`src/rtl/asbm_pkg.sv`:
```
package asbm_pkg;

    // Two byte lanes: index 1 = bits 15:8, index 0 = bits 7:0
    localparam int unsigned LANES = 2;

    typedef enum logic [3:0] {
        ST_IDLE,
        ST_S0,
        ST_S1,
        ST_S2,
        ST_S3,
        ST_S4,
        ST_W0,
        ST_W1,
        ST_S5,
        ST_S6,
        ST_S7
    } seq_state_e;

    typedef struct packed {
        seq_state_e state;
        logic       as_n;
        logic       uds_n;
        logic       lds_n;
        logic       rw_n;
        logic       drive;
        logic       done;
    } seq_regs_t;

    // Address strobe active window
    function automatic logic addr_phase(seq_state_e s);
        return s inside {ST_S2, ST_S3, ST_S4, ST_W0, ST_W1, ST_S5, ST_S6};
    endfunction

    // Data strobe window; a write starts it one full clock later
    function automatic logic data_phase(seq_state_e s, logic is_write);
        if (is_write) begin
            return s inside {ST_S4, ST_W0, ST_W1, ST_S5, ST_S6};
        end
        return addr_phase(s);
    endfunction

    // Write drive window: read/write low and data enabled
    function automatic logic drive_phase(seq_state_e s);
        return s inside {ST_S3, ST_S4, ST_W0, ST_W1, ST_S5, ST_S6, ST_S7};
    endfunction

endpackage

```
`src/rtl/asbm_lane_dec.sv`:
```
module asbm_lane_dec
    import asbm_pkg::*;
(
    input  logic             size_word,
    input  logic             pick_upper,
    output logic [LANES-1:0] lane_sel
);

    // word uses both lanes, byte uses the one picked
    always_comb begin
        lane_sel[1] = size_word | pick_upper;
        lane_sel[0] = size_word | ~pick_upper;
    end

endmodule

```
`src/rtl/asbm_seq.sv`:
```
module asbm_seq
    import asbm_pkg::*;
(
    input  logic             clk,
    input  logic             rst_n,
    input  logic             req_valid,
    input  logic             xfer_write,
    input  logic [LANES-1:0] xfer_lanes,
    input  logic             ack_n,
    output logic             accept,
    output logic             capture,
    output logic             busy,
    output logic             as_n,
    output logic             uds_n,
    output logic             lds_n,
    output logic             rw_n,
    output logic             drive,
    output logic             done
);

    seq_regs_t seq_q, seq_d;
    seq_state_e nxt;
    logic ds_on;

    always_comb begin
        accept  = req_valid && (seq_q.state == ST_IDLE);
        capture = (seq_q.state == ST_S6);
        busy    = (seq_q.state != ST_IDLE);

        nxt = seq_q.state;
        unique case (seq_q.state)
            ST_IDLE: if (req_valid) nxt = ST_S0;
            ST_S0:   nxt = ST_S1;
            ST_S1:   nxt = ST_S2;
            ST_S2:   nxt = ST_S3;
            ST_S3:   nxt = ST_S4;
            ST_S4:   nxt = ack_n ? ST_W0 : ST_S5;
            ST_W0:   nxt = ST_W1;
            ST_W1:   nxt = ack_n ? ST_W0 : ST_S5;
            ST_S5:   nxt = ST_S6;
            ST_S6:   nxt = ST_S7;
            ST_S7:   nxt = ST_IDLE;
            default: nxt = ST_IDLE;
        endcase

        ds_on         = data_phase(nxt, xfer_write);
        seq_d         = seq_q;
        seq_d.state   = nxt;
        seq_d.as_n    = ~addr_phase(nxt);
        seq_d.uds_n   = ~(ds_on & xfer_lanes[1]);
        seq_d.lds_n   = ~(ds_on & xfer_lanes[0]);
        seq_d.drive   = xfer_write & drive_phase(nxt);
        seq_d.rw_n    = ~seq_d.drive;
        seq_d.done    = (nxt == ST_S7);
    end

    always_ff @(posedge clk or negedge rst_n) begin
        if (!rst_n) begin
            seq_q <= '{state: ST_IDLE, as_n: 1'b1, uds_n: 1'b1, lds_n: 1'b1,
                       rw_n: 1'b1, drive: 1'b0, done: 1'b0};
        end else begin
            seq_q <= seq_d;
        end
    end

    assign as_n  = seq_q.as_n;
    assign uds_n = seq_q.uds_n;
    assign lds_n = seq_q.lds_n;
    assign rw_n  = seq_q.rw_n;
    assign drive = seq_q.drive;
    assign done  = seq_q.done;


    done_single_chk: assert property (@(posedge clk) disable iff (!rst_n)
        done |=> !done);


    strobes_release_chk: assert property (@(posedge clk) disable iff (!rst_n)
        $rose(as_n) |-> (uds_n && lds_n && done));


    read_strobe_align_chk: assert property (@(posedge clk) disable iff (!rst_n)
        ($fell(as_n) && !xfer_write) |-> (!uds_n || !lds_n));


    write_strobe_hold_chk: assert property (@(posedge clk) disable iff (!rst_n)
        ($fell(as_n) && xfer_write) |-> (uds_n && lds_n && rw_n));


    write_ds_delay_chk: assert property (@(posedge clk) disable iff (!rst_n)
        (($fell(uds_n) || $fell(lds_n)) && xfer_write)
            |-> ($past(as_n, 2) == 1'b0 && $past(as_n, 3) == 1'b1));


    rw_after_as_chk: assert property (@(posedge clk) disable iff (!rst_n)
        $fell(rw_n) |-> (!as_n && !$past(as_n)));


    rw_read_high_chk: assert property (@(posedge clk) disable iff (!rst_n)
        !rw_n |-> xfer_write);


    upper_lane_chk: assert property (@(posedge clk) disable iff (!rst_n)
        !uds_n |-> xfer_lanes[1]);


    lower_lane_chk: assert property (@(posedge clk) disable iff (!rst_n)
        !lds_n |-> xfer_lanes[0]);

endmodule

```
`src/rtl/asbm_data.sv`:
```
module asbm_data
    import asbm_pkg::*;
#(
    parameter int unsigned ADDR_W = 23,
    parameter int unsigned DATA_W = 16
) (
    input  logic              clk,
    input  logic              rst_n,
    input  logic              accept,
    input  logic              capture,
    input  logic              drive,
    input  logic [ADDR_W-1:0] req_addr,
    input  logic [DATA_W-1:0] req_wdata,
    input  logic              req_write,
    input  logic [LANES-1:0]  req_lanes,
    input  logic [DATA_W-1:0] bus_din,
    output logic              xfer_write,
    output logic [LANES-1:0]  xfer_lanes,
    output logic [ADDR_W-1:0] bus_addr,
    output logic [DATA_W-1:0] bus_dout,
    output logic [LANES-1:0]  bus_doe,
    output logic [DATA_W-1:0] rsp_rdata
);

    localparam int unsigned LANE_W = DATA_W / LANES;

    typedef struct packed {
        logic [ADDR_W-1:0] addr;
        logic [DATA_W-1:0] wdata;
        logic              write;
        logic [LANES-1:0]  lanes;
        logic [DATA_W-1:0] rdata;
    } dp_regs_t;

    dp_regs_t dp_q, dp_d;
    logic [LANE_W-1:0] din_lane [LANES];

    genvar g;
    generate
        for (g = 0; g < LANES; g++) begin : g_lane
            assign din_lane[g] = bus_din[g*LANE_W +: LANE_W];
            assign bus_doe[g]  = drive & dp_q.lanes[g];
        end
    endgenerate

    always_comb begin
        dp_d = dp_q;
        if (accept) begin
            dp_d.addr  = req_addr;
            dp_d.wdata = req_wdata;
            dp_d.write = req_write;
            dp_d.lanes = req_lanes;
        end
        if (capture && !dp_q.write) begin
            for (int i = 0; i < LANES; i++) begin
                dp_d.rdata[i*LANE_W +: LANE_W] =
                    dp_q.lanes[i] ? din_lane[i] : '0;
            end
        end
    end

    always_ff @(posedge clk or negedge rst_n) begin
        if (!rst_n) begin
            dp_q <= '0;
        end else begin
            dp_q <= dp_d;
        end
    end

    assign xfer_write = dp_q.write;
    assign xfer_lanes = dp_q.lanes;
    assign bus_addr   = dp_q.addr;
    assign bus_dout   = dp_q.wdata;
    assign rsp_rdata  = dp_q.rdata;


    read_no_drive_chk: assert property (@(posedge clk) disable iff (!rst_n)
        !dp_q.write |-> (bus_doe == '0));


    addr_hold_chk: assert property (@(posedge clk) disable iff (!rst_n)
        (drive && $past(drive)) |-> $stable(bus_addr));

endmodule

```
`src/rtl/async_bus_master.sv`:
```
module async_bus_master
    import asbm_pkg::*;
#(
    parameter int unsigned ADDR_W = 23,
    parameter int unsigned DATA_W = 16
) (
    input  logic              clk,
    input  logic              rst_n,
    input  logic              req_valid,
    input  logic [ADDR_W-1:0] req_addr,
    input  logic              req_word,
    input  logic              req_upper,
    input  logic              req_write,
    input  logic [DATA_W-1:0] req_wdata,
    output logic              busy,
    output logic              rsp_done,
    output logic [DATA_W-1:0] rsp_rdata,
    output logic [ADDR_W-1:0] bus_addr,
    output logic              bus_as_n,
    output logic              bus_uds_n,
    output logic              bus_lds_n,
    output logic              bus_rw_n,
    output logic [DATA_W-1:0] bus_dout,
    output logic [1:0]        bus_doe,
    input  logic [DATA_W-1:0] bus_din,
    input  logic              bus_ack_n
);

    logic [LANES-1:0] req_lanes;
    logic [LANES-1:0] xfer_lanes;
    logic             xfer_write;
    logic             accept;
    logic             capture;
    logic             drive;

    asbm_lane_dec i_lane_dec (
        .size_word  (req_word),
        .pick_upper (req_upper),
        .lane_sel   (req_lanes)
    );

    asbm_seq i_seq (
        .clk        (clk),
        .rst_n      (rst_n),
        .req_valid  (req_valid),
        .xfer_write (xfer_write),
        .xfer_lanes (xfer_lanes),
        .ack_n      (bus_ack_n),
        .accept     (accept),
        .capture    (capture),
        .busy       (busy),
        .as_n       (bus_as_n),
        .uds_n      (bus_uds_n),
        .lds_n      (bus_lds_n),
        .rw_n       (bus_rw_n),
        .drive      (drive),
        .done       (rsp_done)
    );

    asbm_data #(
        .ADDR_W (ADDR_W),
        .DATA_W (DATA_W)
    ) i_data (
        .clk        (clk),
        .rst_n      (rst_n),
        .accept     (accept),
        .capture    (capture),
        .drive      (drive),
        .req_addr   (req_addr),
        .req_wdata  (req_wdata),
        .req_write  (req_write),
        .req_lanes  (req_lanes),
        .bus_din    (bus_din),
        .xfer_write (xfer_write),
        .xfer_lanes (xfer_lanes),
        .bus_addr   (bus_addr),
        .bus_dout   (bus_dout),
        .bus_doe    (bus_doe),
        .rsp_rdata  (rsp_rdata)
    );

endmodule

```
`config.mk`:
```
export PLATFORM = sky130hd
export DESIGN_NAME = async_bus_master
export DESIGN_NICKNAME = d
export VERILOG_FILES = /design/src/rtl/asbm_pkg.sv /design/src/rtl/asbm_lane_dec.sv /design/src/rtl/asbm_seq.sv /design/src/rtl/asbm_data.sv /design/src/rtl/async_bus_master.sv
export SDC_FILE = /design/constraint.sdc
export NUM_CORES = 1
export LEC_CHECK = 0
export BUFFER_PORTS_ARGS = -buffer_cell sky130_fd_sc_hd__buf_4
export CAP_MARGIN = 25
export CORE_MARGIN = 2
export CORE_UTILIZATION = 42
export CTS_CLUSTER_DIAMETER = 100
export DETAILED_ROUTE_END_ITERATION = 10
export HOLD_SLACK_MARGIN = 0.08
export MAX_ROUTING_LAYER = met4
export PLACE_DENSITY = 0.83
export SYNTH_ARGS = -nofsm -noshare
export SYNTH_HDL_FRONTEND = slang
export SYNTH_SLANG_ARGS = --single-unit
```
`constraint.sdc`:
```
create_clock -name clk -period 1.65 [get_ports clk]
set_input_delay 0.33 -clock clk [delete_from_list [all_inputs] [get_ports clk]]
set_output_delay 0.33 -clock clk [all_outputs]
set_load 0.005 [all_outputs]
```
Word level (Yosys, flattened, before mapping)
Index checks and enable logic that the tools add are counted.
{ "op_classes": {"n_mux": 8, "order_cmp": 0, "n_shift": 0, "add_sub_neg": 0, "bitwise_logic": 12, "n_eq_ne": 17, "n_reduce_logical": 9, "n_div": 0, "multipliers": 0} }
{ "op_table": {"columns": ["cell", "n"], "rows": [
  ["one-hot mux 4 bit (9 select lines)", 1],
  ["== test 4 x 3 -> 1 bit (second input constant)", 8],
  ["== test 4 bit (second input constant)", 5],
  ["two-way mux 8 bit", 2],
  ["nonzero test 7 bit", 2],
  ["== test 4 x 2 -> 1 bit (second input constant)", 3],
  ["two-way mux 4 bit", 2],
  ["AND 1 bit", 5],
  ["inverter 1 bit", 5],
  ["nonzero test 5 bit", 1],
  ["== test 4 x 1 -> 1 bit (second input constant)", 1],
  ["logical NOT 4 bit", 1],
  ["nonzero test 4 bit", 1],
  ["two-way mux 1 bit", 3],
  ["logical AND 1 bit", 2],
  ["bitwise OR 1 bit", 2],
  ["OR reduction 2 bit", 1],
  ["logical NOT 1 bit", 1]
]} }
{ "word_totals": {"rom_bits": 0, "wordCells": 58, "mem_bits_rw": 0, "reg_bits": 68, "n_memories": 0, "latchBits": 0} }

Longest topological paths before layout
Gate-level depths: netlist of run 1.
{ "depth": {"ltp_word": 9, "depth_mapped": 5, "ltp_nobuf": 3} }

Hierarchy
A second synthesis of run 1 with hierarchy kept.
{ "hier_totals": {"hier_cells": 207, "hier_area_um2": 2936.6} }
{ "by_module_without_submodules": {"columns": ["module", "area_per_inst_um2", "seq_area_each_um2", "cells_each", "instances"], "rows": [
  ["asbm_data", 2463.6, 1451.4, 160, 1],
  ["asbm_seq", 460.4, 255.2, 45, 1],
  ["asbm_lane_dec", 12.5, 0.0, 2, 1]
]} }

Worst setup path after synthesis of run 1
No wires, ideal clock.
{ "synth_timing": {"path_kind": "reg2reg", "startpoint": "reg i_seq.seq_q[8] (netlist bit)", "endpoint": "reg i_data.dp_q (netlist bit i_data.rsp_rdata[10])", "setup_ns": 0.079, "slack_ns": 0.071, "path_stages_with_launch": 6, "t_arrival_ns": 1.500, "path_cell_list": "dfrtp_1 -> or2_1 -> buf_6 -> nor3_4 -> buf_12 -> mux2i_1"} }
{ "synth_between": {"elab_chain_cells": 2} }
{ "synth_lines": {"columns": ["element", "line", "rtl"], "rows": [
  ["start, declared", "asbm_seq.sv:21", "seq_regs_t seq_q, seq_d;"],
  ["start signal, assigned", "asbm_seq.sv:59", "seq_q <= '{state: ST_IDLE, as_n: 1'b1, uds_n: 1'b1, lds_n: 1'b1,"],
  ["start signal, assigned", "asbm_seq.sv:62", "seq_q <= seq_d;"],
  ["== test 4 bit", "asbm_seq.sv:27", "capture = (seq_q.state == ST_S6);"],
  ["logical AND 1 bit", "asbm_data.sv:54", "if (capture && !dp_q.write) begin"],
  ["end signal, assigned", "asbm_data.sv:66", "dp_q <= dp_d;"],
  ["end, declared", "asbm_data.sv:35", "dp_regs_t dp_q, dp_d;"]
]} }
Every way passes these cells.
A chain may end at the register's enable or synchronous reset.

Worst setup path in the final report of run 1
{ "layout_timing": {"startpoint": "reg i_seq.seq_q[8] (netlist bit)", "endpoint": "out busy"} }
{ "layout_between": {"elab_chain_cells": 1} }
{ "layout_lines": {"columns": ["element", "line", "rtl"], "rows": [
  ["nonzero test 4 bit", "asbm_seq.sv:28", "busy = (seq_q.state != ST_IDLE);"],
  ["end, declared", "async_bus_master.sv:15", "output logic busy,"]
]} }
Every way passes these cells.

==> results of run 1 <==
-- kinds of logic after synthesis --
logic type | count (synthesis) | share of synthesized area
flops | 68 | 0.6243
mux | 58 | 0.2311
compound gates | 12 | 0.02563
simple gates | 38 | 0.06591
buf+inv | 29 | 0.05309
-- worst min-delay path by stage --
stage                                      endpoint  cells past startpoint  slack, ns
finish               i_data.bus_dout[6]$_DFFE_PN0P_                      2       0.21
global route         i_data.bus_addr[0]$_DFFE_PN0P_                      2       0.19
CTS                 i_data.bus_dout[11]$_DFFE_PN0P_                      2       0.19
detailed placement   i_data.bus_dout[5]$_DFFE_PN0P_                      1       0.26
global placement     i_data.bus_dout[5]$_DFFE_PN0P_                      1       0.26
floorplan            i_data.bus_addr[0]$_DFFE_PN0P_                      0       0.03
-- final cells by class --
class	count	area [sq um]	share of cell area
Clock inverter	3	15.01	0.003787
Tap cell	77	96.34	0.02430
Timing Repair Buffer	132	1031	0.2600
Clock buffer	13	148.9	0.03755
Multi-Input combinational cell	108	894.6	0.2256
Inverter	19	71.32	0.01799
Sequential cell	68	1708	0.4307
-- state kept, by name, summed over array words and instances (netlist names) --
register,cells
i_data.bus_addr,23
i_data.bus_dout,16
i_data.rsp_rdata,16
i_data.xfer_lanes,2
i_data.xfer_write,1
i_seq.as_n,1
i_seq.done,1
i_seq.drive,1
i_seq.lds_n,1
i_seq.rw_n,1
i_seq.seq_q,4
i_seq.uds_n,1
-- timing repair --
item                                   in CTS  in global routing
hold buffers                                1                  0
gates resized for setup                     0                  3
setup endpoints to repair                   0                  1
endpoints found under the hold margin      22                  0
-- placed cells by master (no fill, tap or decap), drive strengths merged --
cell | netlist | layout
clkinv | 0 | 3
dfrtp | 64 | 64
a21oi | 4 | 4
nand2b | 2 | 2
o21ai | 4 | 4
dfstp | 4 | 4
o22ai | 1 | 1
nand3 | 2 | 2
mux2i | 17 | 17
nor3 | 2 | 2
dlygate4sd3 | 0 | 1
nand2 | 18 | 18
buf | 8 | 131
nor2 | 8 | 8
clkbuf | 2 | 13
and3 | 2 | 2
mux2 | 41 | 41
a211oi | 1 | 1
a31o | 1 | 1
inv | 19 | 19
o21a | 1 | 1
or2 | 1 | 1
and2 | 3 | 3
-- where the power goes --
| part | leakage, nW | internal, W | total, W | switching [W] |
|---|---|---|---|---|
| clock network | 0.0872 | 0.000581 | 0.00115 | 0.000573 |
| logic | 1.11 | 0.00170 | 0.00277 | 0.00107 |
| registers | 0.779 | 0.00253 | 0.00305 | 0.000520 |
-- per-stage QoR --
stage               cell area (sq um)  std cells  hold WS (ns)  worst slack (ns)    util
detailed placement               3782        403        0.2580            0.2001  0.5991
CTS                              3956        420        0.1932           0.03647  0.6266
global route                     3965        420        0.1889           0.01525  0.6280
finish                           3965        420        0.2097            0.1139  0.6280
floorplan                        2734        205       0.03441           0.07064       -
global placement                 3782        403        0.2551            0.2582  0.5991
-- layer usage --
metal	track usage	wire, microns	part of all wire	vias up
met4	0.07792	106	0.018	0
met1	0.2039	2354	0.41	987
li1	-	-	-	951
met2	0.2870	2818	0.49	83
met3	0.04720	455	0.079	12
met5	-	0	0	-
-- worst max-delay path: cells and delay by family (launching register included) --
family        cells  cell delay (ns)
flops             1             0.45
buf+inv           2             0.26
simple gates      2             0.17
==> results.toml, run 1 <==
[yosys]
syn-num-nets = 267
ys_seq_area_frac = 0.6243
synthArstFlopShare = 1.000
yosysTopAreaCell = "dfrtp_1"
post-synth-top-count-cell = "dfrtp_1"
netlist_top_cells_count = "dfrtp_1 (64), mux2_1 (39), inv_1 (19), nand2_1 (18), mux2i_1 (17)"
synth_warnings = 0
postSynthCellCount = 205
ys_types = 27
syn_area_sq_um = 2734
netlist.area_leader.share = 0.5858
synth_edf_count = 0
avgSynthCellArea_sq_um = 13.34
synth_seq_cells = 68
synth_ff_type = "dfrtp_1"
ys_top_cells_by_area = "dfrtp_1 (59%), mux2_1 (16%), mux2i_1 (6.2%), dfstp_2 (3.8%), inv_1 (2.6%)"

[place]
globalplace.congestion = 0.8997
dp_hpwl_mm = 4.323
port-buffer-count = 124

[worst_setup_path]
cp-start-kind = "flop"
r2r_end = "i_data.rsp_rdata[7]$_DFFE_PN0P_"
crit_start = "i_seq.seq_q[8]$_DFF_PN0_"
crit_path_top_delay_cell = "dfrtp_2"
r2r-start = "i_seq.seq_q[7]$_DFF_PN0_"
crit_end = "busy"
worstSetupPathType = "reg2out"
path_max_fanout = 7
end_kind = "output pin"
critPathArrivalTime_ns = 1.21
cpMostUsedCell = "buf_4"
r2r_cells = 4
cpPeakStageDelay_ns = 0.45
critical_path_required_ns = 1.32
path_cells = "nor2_4 > buf_4 > nand2_1 > buf_4"
reg2reg_slack_ns = 0.16

[floorplanning]
initial_utilization = 0.4330
chipHeight_microns = 84.68
core_sq_um = 6314
die_area_sq_um = 7171
ios = 125
die_x_microns = 84.68
rows = 29

[detailed_routing]
drcViolationCount = 0
firstDrtPassIters = 4
viasPerCell = 4.840
wire_per_inst_microns = 13.65
drt_wl_total_mm = 5.734
ant_nets = 0
dr.first_iter.drc_count = 122
vias = 2033

[sta]
post-route-period-util = 0.9310
finalClockSkew_ns = 0.009300
rsz0062_at_grt = "no"
max_freq_mhz = 651.0
worstMarginPinSlew_ns = 0.3889
hold_viol_final = 0
slew_viol_final = 0
slew-limit-headroom = 0.7407
setup_viol = 0
fin_tns_setup_ns = 0
period_minus_slack_ns = 1.536

[global_route]
grt_max_degree = 43
track_usage = 0.1759
overflow = 0
grt_pass1_vias = 2173
grt_pass1_wl_mm = 9.673
grt_antenna_before_repair = 0

[final_layout]
n_antenna_cell = 0
drive_gt1_frac = 0.4548
area_delta_synth_final_pct = 45.03
n_fill_cell = 510
nNetsFinal = 400

[power]
powerDensity_nw_per_um2 = 1757
vdd_drop_max_mv = 0.8680
leakagePower_nw = 1.979
power.total_w = 0.006968

[clock_network]
cts_sinks = 68
cts_setup_buffers = 0
cts-root-buf = "clkbuf_8"
cts_tree = "done"
clkLatencyLatePin_ns = 0.33
cts_buffer_depth = 2
cts_buffers = 9
htree_num_levels = 3
clk_pin_slew_ns = 0.07

[job]
cap_violations = 0

[min_path]
hp-start = "req_wdata[6]"
min_path_type = "in2reg"

[run_status]
outcome = "completed"
Note: power is estimated with default switching activity, not from simulation.
==> run 2: changes to the inputs <==
Settings changed: BUFFER_PORTS_ARGS -buffer_cell sky130_fd_sc_hd__buf_4 to -buffer_cell sky130_fd_sc_hd__buf_2, SKIP_LAST_GASP set to 1.
==> results.toml, run 2 (synthesis gave the netlist of run 1 again) <==
[clock_network]
cts_tree = "done"
cts-root-buf = "clkbuf_8"
clkLatencyLatePin_ns = 0.33
cts_buffers = 9
cts_buffer_depth = 2
clk_pin_slew_ns = 0.07
cts_sinks = 68
cts_setup_buffers = 0
htree_num_levels = 3

[power]
seq_power_share = 0.462
power.total_w = 0.006510
p_comb_frac = 0.357
vdd_drop_max_mv = 0.8409
power.internal_w = 0.004401
p_sw_frac = 0.3239
p_clk_frac = 0.180
leakagePower_nw = 1.865
powerDensity_nw_per_um2 = 1785
p_sw_w = 0.002108

[final_layout]
drive_gt1_frac = 0.4516
nNetsFinal = 399
postLayoutCoreUtil = 0.5775
largest_reg_flops = 23
final_common_cell = "buf_2"
area_delta_synth_final_pct = 33.36
n_antenna_cell = 0
layout_common_cells = "buf_2 (124), dfrtp_1 (64), mux2_1 (39), inv_1 (19), nand2_1 (18)"
instances_no_fill = 418
fin_area_sq_um = 3646

[detailed_routing]
ant_nets = 0
dr.first_iter.drc_count = 87
wire_per_inst_microns = 13.22
drcViolationCount = 0
firstDrtPassIters = 4
drt_wl_total_mm = 5.525
viasPerCell = 4.706
vias = 1967

[sta]
hold_viol_final = 0
worstMarginPinSlew_ns = 0.4032
finalClockSkew_ns = 0.004017
period_minus_slack_ns = 1.589
setup_viol = 0
max_freq_mhz = 629.2
layout_setup_ws_ns = 0.06063
slew-limit-headroom = 0.7312
slew_viol_final = 0
post-route-period-util = 0.9633

[floorplanning]
die_x_microns = 84.68
initial_utilization = 0.4330
chipHeight_microns = 84.68
die_area_sq_um = 7171
rows = 29
core_sq_um = 6314
ios = 125

[worst_setup_path]
path_max_fanout = 7
worstSetupPathType = "reg2out"
end_kind = "output pin"
critPathArrivalTime_ns = 1.26
critical_path_required_ns = 1.32
cp-start-kind = "flop"

[global_route]
grt_pass1_wl_mm = 9.239
grt_max_degree = 69
overflow = 0
grt_antenna_before_repair = 0
grt_pass1_vias = 2071
track_usage = 0.1695

[place]
dp_slack_ns = 0.1966
globalplace.congestion = 0.8089
dp_hpwl_mm = 3.990
port-buffer-count = 124
numPlacedInstances = 402
dpl-instance-area_sq_um = 3465

[run_status]
outcome = "completed"

[job]
cap_violations = 0

[min_path]
min_path_type = "in2reg"
[run 2: changes by cell type in the layout (fill, tap and decap cells not counted), sizes merged]
cell	before	now
buf	131	130
clkinv	3	2
[run 2: timing repair]
item / CTS / global route
hold endpoints to repair: 64 / 0
hold buffers: 1 / 0
gates resized for setup: 0 / 1
endpoints found under the setup margin: 0 / 1
[run 2: layout make-up]
cell class	instances	area, sq um
Clock buffer	13	158.9
Clock inverter	2	10.01
Fill cell	541	2668
Inverter	19	71.32
Multi-Input combinational cell	108	889.6
Sequential cell	68	1707
Tap cell	77	96.34
Timing Repair Buffer	131	713.2
[run 2: power by group through the flow]
stage                     registers [W]  clock network, W  logic [W]
after floorplan                 0.00301                 0    0.00121
after global placement          0.00298                 0    0.00228
after detailed placement        0.00304                 0    0.00236
after CTS                       0.00302           0.00123    0.00237
after global routing            0.00312           0.00129    0.00259
final                           0.00301           0.00117    0.00233
[run 2: critical path, stage by stage, from the launching register on]
cell     delay (ns)
dfrtp_1        0.45
nor2_2         0.17
buf_4          0.14
nand2_1        0.04
buf_2          0.12
[run 2: per-stage QoR]
step | TNS (ns) | hold slack (ns)
global placement | 0 | 0.3760
finish | 0 | 0.2022
CTS | 0 | 0.1847
detailed placement | 0 | 0.3827
global route | -0.004485 | 0.1895
floorplan | 0 | 0.03441
[run 2: path summary, 6_finish.rpt]
path,startpoint,to,slack (ns),cells past startpoint
setup reg to reg,i_seq.seq_q[8]$_DFF_PN0_,i_data.rsp_rdata[5]$_DFFE_PN0P_,0.17,4
max in group asynchronous,rst_n,i_seq.rw_n$_DFF_PN1_,0.77,3
min in group asynchronous,rst_n,i_data.bus_dout[10]$_DFFE_PN0P_,0.55,3
hold reg to reg,i_data.bus_addr[7]$_DFFE_PN0P_,i_data.bus_addr[7]$_DFFE_PN0P_,0.49,1
hold / removal,req_addr[9],i_data.bus_addr[9]$_DFFE_PN0P_,0.20,2
setup / recovery,i_seq.seq_q[8]$_DFF_PN0_,busy,0.06,4
[run 2: per-layer routing]
| layer | up-vias | track usage | share of wire |
|---|---|---|---|
| met5 | - | - | 0 |
| met4 | 0 | 0.05628 | 0.018 |
| met3 | 12 | 0.06096 | 0.083 |
| met2 | 86 | 0.2742 | 0.49 |
| met1 | 930 | 0.1970 | 0.41 |
| li1 | 939 | - | - |
==> run 3: changes to the inputs <==
Settings changed: CORE_UTILIZATION 42 to 50, HOLD_SLACK_MARGIN 0.08 to 0.02, PLACE_DENSITY 0.83 to 0.92, SKIP_LAST_GASP 1 to unset.
Clock period 1.65 ns to 2 ns, I/O delays scaled along.
==> results.toml, run 3 (synthesis gave the netlist of run 1 again) <==
[floorplanning]
ios = 125
core_sq_um = 5205
chipHeight_microns = 77.95
die_x_microns = 77.95
initial_utilization = 0.5252
rows = 26
die_area_sq_um = 6075

[sta]
finalClockSkew_ns = 0.006714
post-route-period-util = 0.8491
worstMarginPinSlew_ns = 0.3927
fin_tns_setup_ns = 0
setup_viol = 0
hold_viol_final = 0
max_freq_mhz = 588.8
layout_setup_ws_ns = 0.3018
period_minus_slack_ns = 1.698
rsz0062_at_grt = "no"
slew-limit-headroom = 0.7382
slew_viol_final = 0

[worst_setup_path]
r2r-start = "i_seq.seq_q[8]$_DFF_PN0_"
critPathArrivalTime_ns = 1.30
crit_start = "i_seq.seq_q[8]$_DFF_PN0_"
path_max_fanout = 7
worstSetupPathType = "reg2out"
cp-start-kind = "flop"
end_kind = "output pin"
path_cells = "nor2_1 > nand2_1 > buf_2"
crit_path_top_delay_cell = "dfrtp_1"
cpPeakStageDelay_ns = 0.43
critical_path_required_ns = 1.60

[clock_network]
clkLatencyLatePin_ns = 0.32
cts_buffer_depth = 2
cts_setup_buffers = 0
cts_buffers = 9
cts_resized = 0
cts_sinks = 68
cts_hold_buf = 0
clk_pin_slew_ns = 0.07
cts_tree = "done"
htree_num_levels = 3
cts-root-buf = "clkbuf_8"

[final_layout]
nNetsFinal = 395
n_fill_cell = 388
area_delta_synth_final_pct = 34.28
drive_gt1_frac = 0.4497
instances_no_fill = 408
largest_reg_flops = 23
n_antenna_cell = 0
layout_common_cells = "buf_2 (124), dfrtp_1 (64), mux2_1 (39), inv_1 (19), nand2_1 (18)"
final_common_cell = "buf_2"
postLayoutCoreUtil = 0.7053

[power]
vdd_drop_max_mv = 1.139
leakagePower_nw = 1.880
powerDensity_nw_per_um2 = 1558

[min_path]
min_path_type = "in2async"

[place]
dp_slack_ns = 0.4270
dp_hpwl_mm = 3.995
port-buffer-count = 124
globalplace.congestion = 0.8759
numPlacedInstances = 392

[global_route]
grt_pass1_wl_mm = 8.921
grt_antenna_before_repair = 0
overflow = 0
track_usage = 0.1942
grt_pass1_vias = 2024
grt_max_degree = 69

[detailed_routing]
wire_per_inst_microns = 13.63
ant_nets = 0
vias = 1967
dr.first_iter.drc_count = 57
drcViolationCount = 0
viasPerCell = 4.821
drt_wl_total_mm = 5.560
firstDrtPassIters = 6

[run_status]
outcome = "completed"

[job]
cap_violations = 0
-- run 3: changes by cell type in the layout (fill, tap and decap cells not counted) --
cell           change
buf_12             -1
buf_4              -2
bufinv_16          +3
clkbuf_1           -1
clkinv_2           -1
dlygate4sd3_1      -1
nor2_1             +1
nor2_2             -1
-- run 3: layer usage --
layer	up-vias	GRT usage	wire length (microns)
li1	932	-	-
met1	948	0.2296	2365
met2	83	0.3276	2826
met3	4	0.04186	321
met4	0	0.07368	46
met5	-	-	0
-- run 3: area by class of cell --
class,instances,area [sq um],share of cell area
Tap cell,70,87.58,0.02386
Clock inverter,4,95.09,0.02590
Inverter,19,71.32,0.01943
Sequential cell,68,1707,0.4649
Timing Repair Buffer,127,668.1,0.1820
Clock buffer,12,155.1,0.04226
Multi-Input combinational cell,108,887.1,0.2416
-- run 3: path summary, 6_finish.rpt --
kind,end,slack [ns],cells after the start
min,i_data.bus_addr[19]$_DFFE_PN0P_,0.09,2
min reg2reg,i_data.bus_addr[9]$_DFFE_PN0P_,0.49,1
max reg2reg,i_data.rsp_rdata[13]$_DFFE_PN0P_,0.41,4
max in group asynchronous,i_seq.lds_n$_DFF_PN1_,1.58,2
min in group clk,i_data.bus_dout[1]$_DFFE_PN0P_,0.29,2
max,busy,0.30,3
-- run 3: power by group --
part           switching (W)  internal [W]  total, W  leakage (nW)
combinational       0.000841      0.000998   0.00184         0.973
sequential          0.000436       0.00208   0.00252         0.781
clock               0.000468      0.000896   0.00136         0.127
-- run 3: critical path, delay by kind of cell (launching register included) --
kind / cells / cell delay [ns]
AND/OR/NAND/NOR: 2 / 0.40
flip-flops: 1 / 0.43
buffers and inverters: 1 / 0.15
-- run 3: per-stage QoR --
stage / hold slack (ns) / instance area (sq um) / total power, W
floorplan: 0.1044 / 2734 / 0.003483
global placement: 0.4415 / 3421 / 0.004269
detailed placement: 0.4459 / 3421 / 0.004407
CTS: 0.09714 / 3671 / 0.005803
global route: 0.1167 / 3671 / 0.006106
finish: 0.09478 / 3671 / 0.005720
